## src/rtl/pull_ctrl_pkg.sv

```systemverilog
package pull_ctrl_pkg;
  localparam int unsigned ADDR_W   = 3;
  localparam int unsigned NUM_KIND = 2;
  localparam int unsigned KIND_PU  = 0;
  localparam int unsigned KIND_PD  = 1;

  localparam logic [ADDR_W-1:0] ADDR_PU_SET  = 3'd0;
  localparam logic [ADDR_W-1:0] ADDR_PU_CLR  = 3'd1;
  localparam logic [ADDR_W-1:0] ADDR_PD_SET  = 3'd2;
  localparam logic [ADDR_W-1:0] ADDR_PD_CLR  = 3'd3;
  localparam logic [ADDR_W-1:0] ADDR_PU_STAT = 3'd4;
  localparam logic [ADDR_W-1:0] ADDR_PD_STAT = 3'd5;
endpackage

```

## src/rtl/pull_ctrl_decode.sv

```systemverilog
module pull_ctrl_decode
  import pull_ctrl_pkg::*;
(
  input  logic [ADDR_W-1:0]   addr_i,
  input  logic                we_i,
  output logic [NUM_KIND-1:0] set_o,
  output logic [NUM_KIND-1:0] clr_o
);
  always_comb begin
    set_o = '0;
    clr_o = '0;
    if (we_i) begin
      unique case (addr_i)
        ADDR_PU_SET: set_o[KIND_PU] = 1'b1;
        ADDR_PU_CLR: clr_o[KIND_PU] = 1'b1;
        ADDR_PD_SET: set_o[KIND_PD] = 1'b1;
        ADDR_PD_CLR: clr_o[KIND_PD] = 1'b1;
        default: ;
      endcase
    end
  end
endmodule

```

## src/rtl/pull_ctrl_bank.sv

```systemverilog
module pull_ctrl_bank #(
  parameter int unsigned      WIDTH     = 32,
  parameter logic [WIDTH-1:0] RESET_OFF = '0
) (
  input  logic             clk_i,
  input  logic             rst_ni,
  input  logic             set_i,
  input  logic             clr_i,
  input  logic [WIDTH-1:0] data_i,
  input  logic [WIDTH-1:0] block_i,  // opposite resistor currently on
  output logic [WIDTH-1:0] off_o
);
  logic [WIDTH-1:0] off_q, off_d, set_m, clr_m;

  always_comb begin
    set_m = set_i ? (data_i & ~block_i) : '0;
    clr_m = clr_i ? data_i : '0;
    off_d = (off_q & ~set_m) | clr_m;  // disable wins on overlap
  end

  always_ff @(posedge clk_i or negedge rst_ni) begin
    if (!rst_ni) off_q <= RESET_OFF;
    else         off_q <= off_d;
  end

  assign off_o = off_q;
endmodule

```

## src/rtl/pull_ctrl_rdmux.sv

```systemverilog
module pull_ctrl_rdmux
  import pull_ctrl_pkg::*;
#(
  parameter int unsigned WIDTH = 32
) (
  input  logic [ADDR_W-1:0] addr_i,
  input  logic [WIDTH-1:0]  pu_off_i,
  input  logic [WIDTH-1:0]  pd_off_i,
  output logic [WIDTH-1:0]  rdata_o
);
  always_comb begin
    unique case (addr_i)
      ADDR_PU_STAT: rdata_o = pu_off_i;
      ADDR_PD_STAT: rdata_o = pd_off_i;
      default:      rdata_o = '0;
    endcase
  end
endmodule

```

## src/rtl/pull_ctrl.sv

```systemverilog
module pull_ctrl
  import pull_ctrl_pkg::*;
#(
  parameter int unsigned WIDTH = 32
) (
  input  logic              clk_i,
  input  logic              rst_ni,
  input  logic [ADDR_W-1:0] addr_i,
  input  logic              we_i,
  input  logic [WIDTH-1:0]  wdata_i,
  output logic [WIDTH-1:0]  rdata_o,
  output logic [WIDTH-1:0]  pu_en_o,
  output logic [WIDTH-1:0]  pd_en_o
);
  logic [NUM_KIND-1:0]            set_stb, clr_stb;
  logic [NUM_KIND-1:0][WIDTH-1:0] off_vec;

  pull_ctrl_decode u_decode (
    .addr_i (addr_i),
    .we_i   (we_i),
    .set_o  (set_stb),
    .clr_o  (clr_stb)
  );

  for (genvar k = 0; k < NUM_KIND; k++) begin : g_bank
    localparam logic [WIDTH-1:0] RST_OFF = (k == KIND_PU) ? {WIDTH{1'b0}} : {WIDTH{1'b1}};
    pull_ctrl_bank #(
      .WIDTH     (WIDTH),
      .RESET_OFF (RST_OFF)
    ) u_bank (
      .clk_i   (clk_i),
      .rst_ni  (rst_ni),
      .set_i   (set_stb[k]),
      .clr_i   (clr_stb[k]),
      .data_i  (wdata_i),
      .block_i (~off_vec[NUM_KIND-1-k]),
      .off_o   (off_vec[k])
    );
  end

  pull_ctrl_rdmux #(.WIDTH(WIDTH)) u_rdmux (
    .addr_i   (addr_i),
    .pu_off_i (off_vec[KIND_PU]),
    .pd_off_i (off_vec[KIND_PD]),
    .rdata_o  (rdata_o)
  );

  assign pu_en_o = ~off_vec[KIND_PU];
  assign pd_en_o = ~off_vec[KIND_PD];
endmodule

```

## config.mk

```make
export PLATFORM = sky130hd
export DESIGN_NAME = pull_ctrl
export DESIGN_NICKNAME = d
export VERILOG_FILES = /design/src/rtl/pull_ctrl_pkg.sv /design/src/rtl/pull_ctrl_decode.sv /design/src/rtl/pull_ctrl_bank.sv /design/src/rtl/pull_ctrl_rdmux.sv /design/src/rtl/pull_ctrl.sv
export SDC_FILE = /design/constraint.sdc
export NUM_CORES = 1
export LEC_CHECK = 0
export ABC_AREA = 0
export CAP_MARGIN = 10
export CORE_UTILIZATION = 45
export CTS_CLUSTER_DIAMETER = 100
export DETAILED_ROUTE_END_ITERATION = 8
export PLACE_DENSITY = 0.93
export SYNTH_ARGS = -nofsm -noshare
export SYNTH_HDL_FRONTEND = slang
export SYNTH_SLANG_ARGS = --single-unit
export TNS_END_PERCENT = 20
```

## constraint.sdc

```tcl
create_clock -name clk_i -period 2.35 [get_ports clk_i]
set_input_delay 0.47 -clock clk_i [delete_from_list [all_inputs] [get_ports clk_i]]
set_output_delay 0.47 -clock clk_i [all_outputs]
set_load 0.05 [all_outputs]
```

# [Word level (Yosys, flattened, before mapping)]
# Cells that the tools add are included.
[totals] in_bits=38 word_cells=31 regBits=64
[op_classes] n_bitwise=12 n_mux=11 reduce_logical=1 n_eq_ne=5
[op_table] operator="$not A32 Y32" n=6
[op_table] operator="$and A32 B32 Y32" n=4
[op_table] operator="$mux W32" n=4
[op_table] operator="$or A32 B32 Y32" n=2
[op_table] operator="$pmux W32 S2" n=1
[op_table] operator="$eq A3 B2 Y1 const B" n=2
[op_table] operator="$eq A3 B3 Y1 const B" n=2
[op_table] operator="$mux W1" n=4
[op_table] operator="$mux W2" n=2
[op_table] operator="$eq A3 B1 Y1 const B" n=1
[op_table] operator="$logic_not A3 Y1" n=1

# [Depth between registers and ports, before layout]
# Gate-level depths: netlist of the first run.
[logic_depth] word_depth=7 depth_mapped=5 depth_no_buf=3

# [Hierarchy]
# A second synthesis of the first run with hierarchy kept.
[hier_totals] cells_unflattened=344 area_unflattened_um2=3603.5
[by_module_without_submodules] module="pull_ctrl_bank (g_bank[1].u_bank)" cells_per_inst=102 seq_area_each_um2=840.8 n_inst=1 area_each_um2=1410.1
[by_module_without_submodules] module="pull_ctrl_bank (g_bank[0].u_bank)" cells_per_inst=102 seq_area_each_um2=800.8 n_inst=1 area_each_um2=1370.1
[by_module_without_submodules] module="pull_ctrl_rdmux" cells_per_inst=72 seq_area_each_um2=0.0 n_inst=1 area_each_um2=533.0
[by_module_without_submodules] module="pull_ctrl" cells_per_inst=64 seq_area_each_um2=0.0 n_inst=1 area_each_um2=240.2
[by_module_without_submodules] module="pull_ctrl_decode" cells_per_inst=4 seq_area_each_um2=0.0 n_inst=1 area_each_um2=50.0

# [Least setup slack after synthesis of the first run]
# Ideal clock, no wire load.
[synth_path] path_type="input -> output" from="input port addr_i[1]" to="output port rdata_o[10]" required_time_ns=1.880 arrival_ns=1.458 path_stages=4 setup_slack_ns=0.422 path_buffers=2 cell_sequence="and3b_2 -> clkbuf_1 -> buf_2 -> a22o_1"
[synth_between] elab_chain_cells=2 elab_cells_between_ends=3
[synth_lines] item="start: declaration" line_no="pull_ctrl.sv:8" text="input logic [ADDR_W-1:0] addr_i,"
[synth_lines] item="$eq A3 B3 Y1" line_no="pull_ctrl_rdmux.sv:12" text="unique case (addr_i)"
[synth_lines] item="$pmux W32 S2 (*)" line_no="pull_ctrl_rdmux.sv:12"
[synth_lines] item="end: declaration" line_no="pull_ctrl.sv:11" text="output logic [WIDTH-1:0] rdata_o,"
# Every way passes the cells marked *; elsewhere a longest branch is shown, timed or not.

# [Worst setup path after layout of the first run]
[layout_path] from="input port addr_i[2]" to="output port rdata_o[30]"
# Same word-level chain as after synthesis.

==> reports/qor.csv, run 1 <==
stage;metric;value;unit
setup_path;Worst Setup Start Kind;primary input;
floorplan;die height;87.2;um
global_routing;initial antenna violation count;0;
cells_and_area;max reg flops;64;
cells_and_area;Diodes inserted;0;
global_routing;global-route wire length before repair;15600;um
clock_network;hold buffer count at CTS;0;
setup_path;Worst R2R Start;g_bank[1].u_bank.off_o[30]$_DFF_PN1_;
placed_design;dpl cell area;5080;um2
timing;unrepaired setup endpoints after global routing;yes;
cells_and_area;final-stage net count;491;
global_routing;largest net degree at the start of global routing;37;
synthesis;Synth Area per Inst;10.3;um2
detailed_routing;Top Layer Used;met4;
detailed_routing;initial DRC count;241;
detailed_routing;final wirelength;10000;um
timing;Hold WS;0.160;ns
cells_and_area;Area Overhead vs Synth;62.1;%
pwr;Leak;0.00252;uW
synthesis;share of the synthesized area in the top cell type;25.7;%
detailed_routing;Avg WL per Cell;18.1;um
pwr;switching share of power;45.3;%
detailed_routing;met1 wire length;3850;um
detailed_routing;vias;3138;
clock_network;CTS Buffer Depth;2;
pwr;Psw;2630;uW
clock_network;CTS Root Cell;clkbuf_8;
clock_network;H-tree depth;3;
pwr;Comb pwr share;51.5;%
cells_and_area;fillcell total;467;
timing;final hold viol count;0;
synthesis;flops & latches, synth;64;
timing;final setup violation count;0;
synthesis;Mapped Cells;316;
pwr;peak supply drop;0.598;mV
clock_network;Inserted Clock Buffers;9;
placed_design;input/output buffers;133;
floorplan;Die Width;87.2;um
setup_path;WS Path Type;in -> out;
detailed_routing;antenna viol nets, final;0;
timing;fmax;427;MHz
clock_network;worst skew pair latency;0.34;ns
cells_and_area;share of layout cells above drive strength 1;21.6;%
setup_path;WP data arrival;1.87;ns
synthesis;ranking of synthesized cells by area;dfstp_2 (26%), a22o_1 (26%), dfrtp_1 (24%), nand3_1 (9.8%), inv_1 (7.3%);
cells_and_area;Final Cell Area;5300;um2
synthesis;synth unique cells;14;
clock_network;TritonCTS clock tree;built;
cells_and_area;Reg area;1640;um2
detailed_routing;metal3 WL;564;um
setup_path;buffers and inverters on the worst path;4;
status;status;complete, no violations;
clock_network;# clock sinks;64;
global_routing;grt ovf;0;
setup_path;CP max FO;16;
synthesis;EDFF count, synth;0;
setup_path;Cell Chain, Critical Path;clkdlybuf4s50_1, nor3b_4, buf_4, clkbuf_16, a22o_1, buf_12;
pwr;clock group share of total power;15.4;%
synthesis;Yosys warning count;0;
timing;Tmin final;2.34;ns
pwr;internal power;3180;uW
detailed_routing;post-DR vias/cell;5.66;
placed_design;Placer Congestion;0.826;
synthesis;Post-Synthesis Cell Area;3270;um2
worst_hold_path;type of the tightest min-delay check;in -> async;
cells_and_area;most common cell after layout, fill and taps aside;clkdlybuf4s50_1;
pwr;part of the power in registers;33.1;%
global_routing;vias in the first global route;3101;
setup_path;CP max stage delay;0.50;ns
setup_path;CP endpoint kind;output pin;
global_routing;all-layer global routing usage;27.3;%
timing;Worst slew margin;52.1;%
floorplan;Core Footprint;6910;um2
synthesis;sequential area share after synthesis;50.2;%
setup_path;worst setup path startpoint;addr_i[2];
synthesis;largest area contributor in the netlist;dfstp_2;
synthesis;Post-Syn Nets;354;
floorplan;full die area;7610;um2
cells_and_area;multi-input logic area;1270;um2
clock_network;clk slew on worst S/H paths;0.07;ns
placed_design;placed wire-length estimate;6870;um
synthesis;Top FF cell, synth;dfstp_2;
setup_path;family with the most delay on the worst path;buffers and inverters;
flow_run;max_cap viols;0;
floorplan;Top Ports;134;
timing;Worst Clk Skew;0.00981;ns
timing;Worst-Margin Slew;0.719;ns
setup_path;CP max-delay cell;clkdlybuf4s50_1;
setup_path;setup slack, reg-to-reg;1.38;ns
pwr;Pwr Density;1100;nW/um2
floorplan;Initial Util;47.3;%
timing;Final Cycle Share;99.8;%
cells_and_area;most frequent cells in the layout;clkdlybuf4s50_1 (99), a22o_1 (96), inv_1 (64), nand3_1 (64), buf_12 (37);
timing;max-slew violation count;0;
synthesis;ys async rst share;100;%
setup_path;worst path required time;1.88;ns
detailed_routing;met2 wire len;5340;um
detailed_routing;DRC errors left;0;
detailed_routing;first drt pass iteration count;5;
floorplan;row count;30;
Yosys cell counts (2+ instances only):
| library cell | instances |
|---|---|
| a22o_1 | 96 |
| inv_1 | 64 |
| nand3_1 | 64 |
| dfrtp_1 | 32 |
| dfstp_2 | 32 |
| buf_2 | 14 |
| buf_6 | 6 |
| nor4bb_1 | 2 |
area by class of cell:
type	instances	share of cell area, %
timing repair buffer	148	34.8
sequential	64	31.0
multi-input combinational	166	24.1
inverter	64	4.53
clock buffer	12	2.55
tap	96	2.27
clock inverter	4	0.850
stage by stage:
stage                     power, uW  setup slack [ns]  TNS, ns  instances  util (%)
after global placement         4810            0.0732        0        535      73.5
final                          5810           0.00575        0        554      76.7
after detailed placement       4910            0.0262        0        535      73.5
after global routing           6030           -0.0264   -0.361        554      76.7
after floorplan                3700             0.422        0        316         -
after CTS                      5820            0.0246        0        551      76.1
layer usage:
| metal | global-route usage (%) | vias up |
|---|---|---|
| li1 | - | 1411 |
| met5 | 0 | - |
| met3 | 4.64 | 21 |
| met1 | 31.8 | 1565 |
| met2 | 48.6 | 141 |
| met4 | 13.7 | 0 |
kinds of logic after synthesis:
| family | count (synthesis) | share of synthesized area (%) |
|---|---|---|
| compound gates | 96 | 25.7 |
| flops | 64 | 50.2 |
| buf+inv | 86 | 11.9 |
| simple gates | 70 | 12.2 |
timing repair:
| item | in CTS | in global routing |
|---|---|---|
| setup endpoints to repair | 0 | 11 |
| gates resized for setup | 0 | 1 |
| setup buffers | 0 | 2 |
power groups by stage:
stage	Clock [uW]	Combinational [uW]	Sequential [uW]
2_1_floorplan	0	1900	1800
3_3_place_gp	0	2920	1890
6_report	897	2990	1920
3_5_place_dp	0	2990	1920
4_1_cts	901	3000	1920
5_1_grt	951	3100	1980
worst paths after layout:
path | cells after the start | to
worst max-delay path | 6 | rdata_o[30]
worst min-delay path | 1 | g_bank[0].u_bank.off_o[27]$_DFF_PN0_
worst max register to register | 2 | g_bank[0].u_bank.off_o[30]$_DFF_PN0_
worst min register to register | 1 | g_bank[0].u_bank.off_o[11]$_DFF_PN0_
max in group asynchronous | 2 | g_bank[1].u_bank.off_o[12]$_DFF_PN1_
min in group clk_i | 1 | g_bank[0].u_bank.off_o[11]$_DFF_PN0_
No activity file was read; power rests on OpenSTA's default activity.
==> run 2, diff against run 1 <==
--- a/config.mk
+++ b/config.mk
@@ -6,12 +6,11 @@
 export NUM_CORES = 1
 export LEC_CHECK = 0
 export ABC_AREA = 0
-export CAP_MARGIN = 10
+export CAP_MARGIN = 20
 export CORE_UTILIZATION = 45
-export CTS_CLUSTER_DIAMETER = 100
 export DETAILED_ROUTE_END_ITERATION = 8
 export PLACE_DENSITY = 0.93
 export SYNTH_ARGS = -nofsm -noshare
 export SYNTH_HDL_FRONTEND = slang
 export SYNTH_SLANG_ARGS = --single-unit
-export TNS_END_PERCENT = 20
+export TNS_END_PERCENT = 5
==> results of run 2 <==
The final DEF is identical to that of run 1; final timing and power are the same.
==> run 3, diff against run 2 <==
--- a/config.mk
+++ b/config.mk
@@ -9,8 +9,10 @@
 export CAP_MARGIN = 20
 export CORE_UTILIZATION = 45
 export DETAILED_ROUTE_END_ITERATION = 8
-export PLACE_DENSITY = 0.93
+export PLACE_DENSITY = 0.91
+export REMOVE_ABC_BUFFERS = 1
 export SYNTH_ARGS = -nofsm -noshare
 export SYNTH_HDL_FRONTEND = slang
+export SYNTH_HIERARCHICAL = 1
 export SYNTH_SLANG_ARGS = --single-unit
 export TNS_END_PERCENT = 5
==> reports/qor.csv, run 3 <==
stage;metric;value;unit;change
global_routing;initial antenna violation count;0;;unchanged
setup_path;worst path required time;1.88;ns;about the same
synthesis;EDFF count, synth;0;;unchanged
placed_design;input/output buffers;133;;unchanged
floorplan;die height;91.5;um;+4.9%
global_routing;vias in the first global route;3350;;+8.0%
timing;unrepaired setup endpoints after global routing;no;;
synthesis;Yosys warning count;6;;+6
synthesis;ranking of synthesized cells by area;dfstp_2 (23%), dfrtp_1 (22%), a22o_1 (16%), nand3b_1 (13%), mux2i_1 (8.9%);;
synthesis;top post-synthesis cells by count;a22o_1 (64), inv_1 (64), nand3b_1 (64);;
setup_path;CP endpoint kind;output pin;;
synthesis;Post-Synthesis Cell Area;3600;um2;+10%
setup_path;CP max FO;32;;+16
cells_and_area;Diodes inserted;0;;unchanged
clock_network;H-tree depth;3;;unchanged
synthesis;share of the synthesized area in the top cell type;23.3;%;-2.4 points
clock_network;worst skew pair latency;0.33;ns;about the same
clock_network;# clock sinks;64;;unchanged
synthesis;synth unique cells;14;;unchanged
clock_network;TritonCTS clock tree;built;;
setup_path;logic depth of the worst register-to-register path;3;;+1
detailed_routing;initial DRC count;152;;-37%
cells_and_area;Reg area;1640;um2;unchanged
synthesis;sequential area share after synthesis;45.6;%;-4.7 points
floorplan;row count;32;;+6.7%
pwr;overall power;5680;uW;-2.3%
synthesis;Top FF cell, synth;dfstp_2;;
detailed_routing;Avg WL per Cell;16.8;um;-7.1%
detailed_routing;first drt pass iteration count;4;;-1
global_routing;grt ovf;0;;unchanged
timing;Hold WS;0.188;ns;+0.0278 ns
worst_hold_path;type of the tightest min-delay check;in -> async;;
cells_and_area;Layout Cells excl Fill;585;;+5.6%
setup_path;Worst Setup Start Kind;primary input;;
clock_network;Inserted Clock Buffers;9;;unchanged
floorplan;full die area;8370;um2;+10%
setup_path;WP data arrival;1.82;ns;-0.05 ns
synthesis;ys async rst share;100;%;unchanged
setup_path;setup slack, reg-to-reg;1.27;ns;-0.11 ns
global_routing;largest net degree at the start of global routing;37;;unchanged
placed_design;Placed Cells;570;;+6.5%
timing;worst setup margin;0.0582;ns;+0.0524 ns
placed_design;placed wire-length estimate;6780;um;-1.3%
cells_and_area;max reg flops;64;;unchanged
clock_network;Post-CTS Setup Bufs;0;;unchanged
timing;Worst slew margin;48.5;%;-3.6 points
pwr;Pwr Density;1110;nW/um2;+1.4%
detailed_routing;final wirelength;9860;um;-1.9%
global_routing;global-route wire length before repair;16200;um;+4.0%
cells_and_area;share of layout cells above drive strength 1;19.3;%;-2.4 points
placed_design;Placer Congestion;0.767;;-7.1%
global_routing;all-layer global routing usage;24.4;%;-3.0 points
clock_network;hold buffer count at CTS;0;;unchanged
synthesis;largest area contributor in the netlist;dfstp_2;;
floorplan;Die Width;91.5;um;+4.9%
clock_network;CTS Buffer Depth;2;;unchanged
synthesis;Mapped Cells;344;;+8.9%
timing;final hold viol count;0;;unchanged
status;status;complete, no violations;;
timing;Tmin final;2.29;ns;-0.0524 ns
pwr;peak supply drop;0.722;mV;+21%
placed_design;pre-CTS setup slack;0.0706;ns;+0.0443 ns
synthesis;Synth Area per Inst;10.5;um2;+1.2%
cells_and_area;fillcell total;606;;+30%
detailed_routing;antenna viol nets, final;0;;unchanged
clock_network;CTS Root Cell;clkbuf_8;;
setup_path;WS Path Type;in -> out;;
timing;Worst Clk Skew;0.00518;ns;-0.00463 ns
synthesis;flops & latches, synth;64;;unchanged
timing;fmax;436;MHz;+2.3%
setup_path;Worst R2R Start;g_bank[1].u_bank/off_o[24]$_DFF_PN1_;;
timing;max-slew violation count;0;;unchanged
cells_and_area;multi-input logic area;1550;um2;+21%
clock_network;post_cts resized;0;;unchanged
floorplan;Core Footprint;7730;um2;+12%
timing;final setup violation count;0;;unchanged
cells_and_area;Area Overhead vs Synth;41.7;%;
floorplan;Initial Util;46.6;%;-0.70 points
setup_path;worst reg2reg endpoint;g_bank[0].u_bank/off_o[24]$_DFF_PN0_;;
detailed_routing;DRC errors left;0;;unchanged
cells_and_area;final-stage net count;517;;+5.3%
clock_network;clk slew on worst S/H paths;0.07;ns;about the same
flow_run;max_cap viols;0;;unchanged
cells_and_area;most common cell after layout, fill and taps aside;clkdlybuf4s50_1;;
pwr;Leak;0.00252;uW;+0.15%
detailed_routing;post-DR vias/cell;5.48;;-3.2%
floorplan;Top Ports;134;;unchanged
timing;Final Cycle Share;97.5;%;-2.2 points
detailed_routing;vias;3208;;+2.2%
cells_and_area;most frequent cells in the layout;clkdlybuf4s50_1 (99), inv_1 (64), nand3b_1 (64), a22o_1 (64), buf_4 (37);;
timing;Worst-Margin Slew;0.773;ns;+0.0539 ns
run 3: per-layer routing:
metal / vias up / track usage (%) / routed length (um)
met4: 0 / 6.88 / 61
met2: 118 / 40.9 / 4730
met1: 1619 / 32.0 / 4430
met3: 6 / 4.77 / 629
met5: - / 0 / 0
li1: 1465 / - / -
run 3: worst max-delay path by stage:
stage,from,endpoint,slack (ns)
final,addr_i[1],rdata_o[17],0.06
after CTS,addr_i[1],rdata_o[17],0.06
after global placement,addr_i[1],rdata_o[17],0.13
after detailed placement,addr_i[1],rdata_o[17],0.07
after global routing,addr_i[1],rdata_o[17],0.03
after floorplan,addr_i[0],g_bank[0].u_bank/off_o[0]$_DFF_PN0_,-0.03
run 3: logic make-up after synthesis:
kind of cell	share of synthesized area [%]
compound gates	15.6
buf+inv	11.8
flops	45.6
mux	8.89
simple gates	18.2
run 3: where the power goes:
group,internal [uW],switching (uW),leakage (uW),total (uW)
combinational,1100,1940,0.00174,3030
clock,431,402,0.0000882,833
sequential,1540,272,0.000697,1810
total,3070,2610,0.00252,5680
run 3: final cells by class:
| cell class | count | area share [%] |
|---|---|---|
| well taps | 102 | 2.50 |
| multi-input cells | 197 | 30.3 |
| clock inverters | 3 | 0.343 |
| flip-flops and latches | 64 | 32.1 |
| clock buffers | 12 | 3.04 |
| inverters | 64 | 4.70 |
| repair buffers | 143 | 27.0 |
run 3: through the flow:
stage	instance area [um2]	setup TNS, ns	utilization [%]
global placement	4930	0	63.9
detailed placement	4930	0	63.9
global route	5110	0	66.1
finish	5110	0	66.1
CTS	5110	0	66.1
floorplan	3420	-0.817	-
run 3: worst max-delay path, stage by stage:
cell and delay [ns]:
clkdlybuf4s50_1 0.51, nand2b_1 0.24, buf_12 0.20, nor2_1 0.22, buf_12 0.17
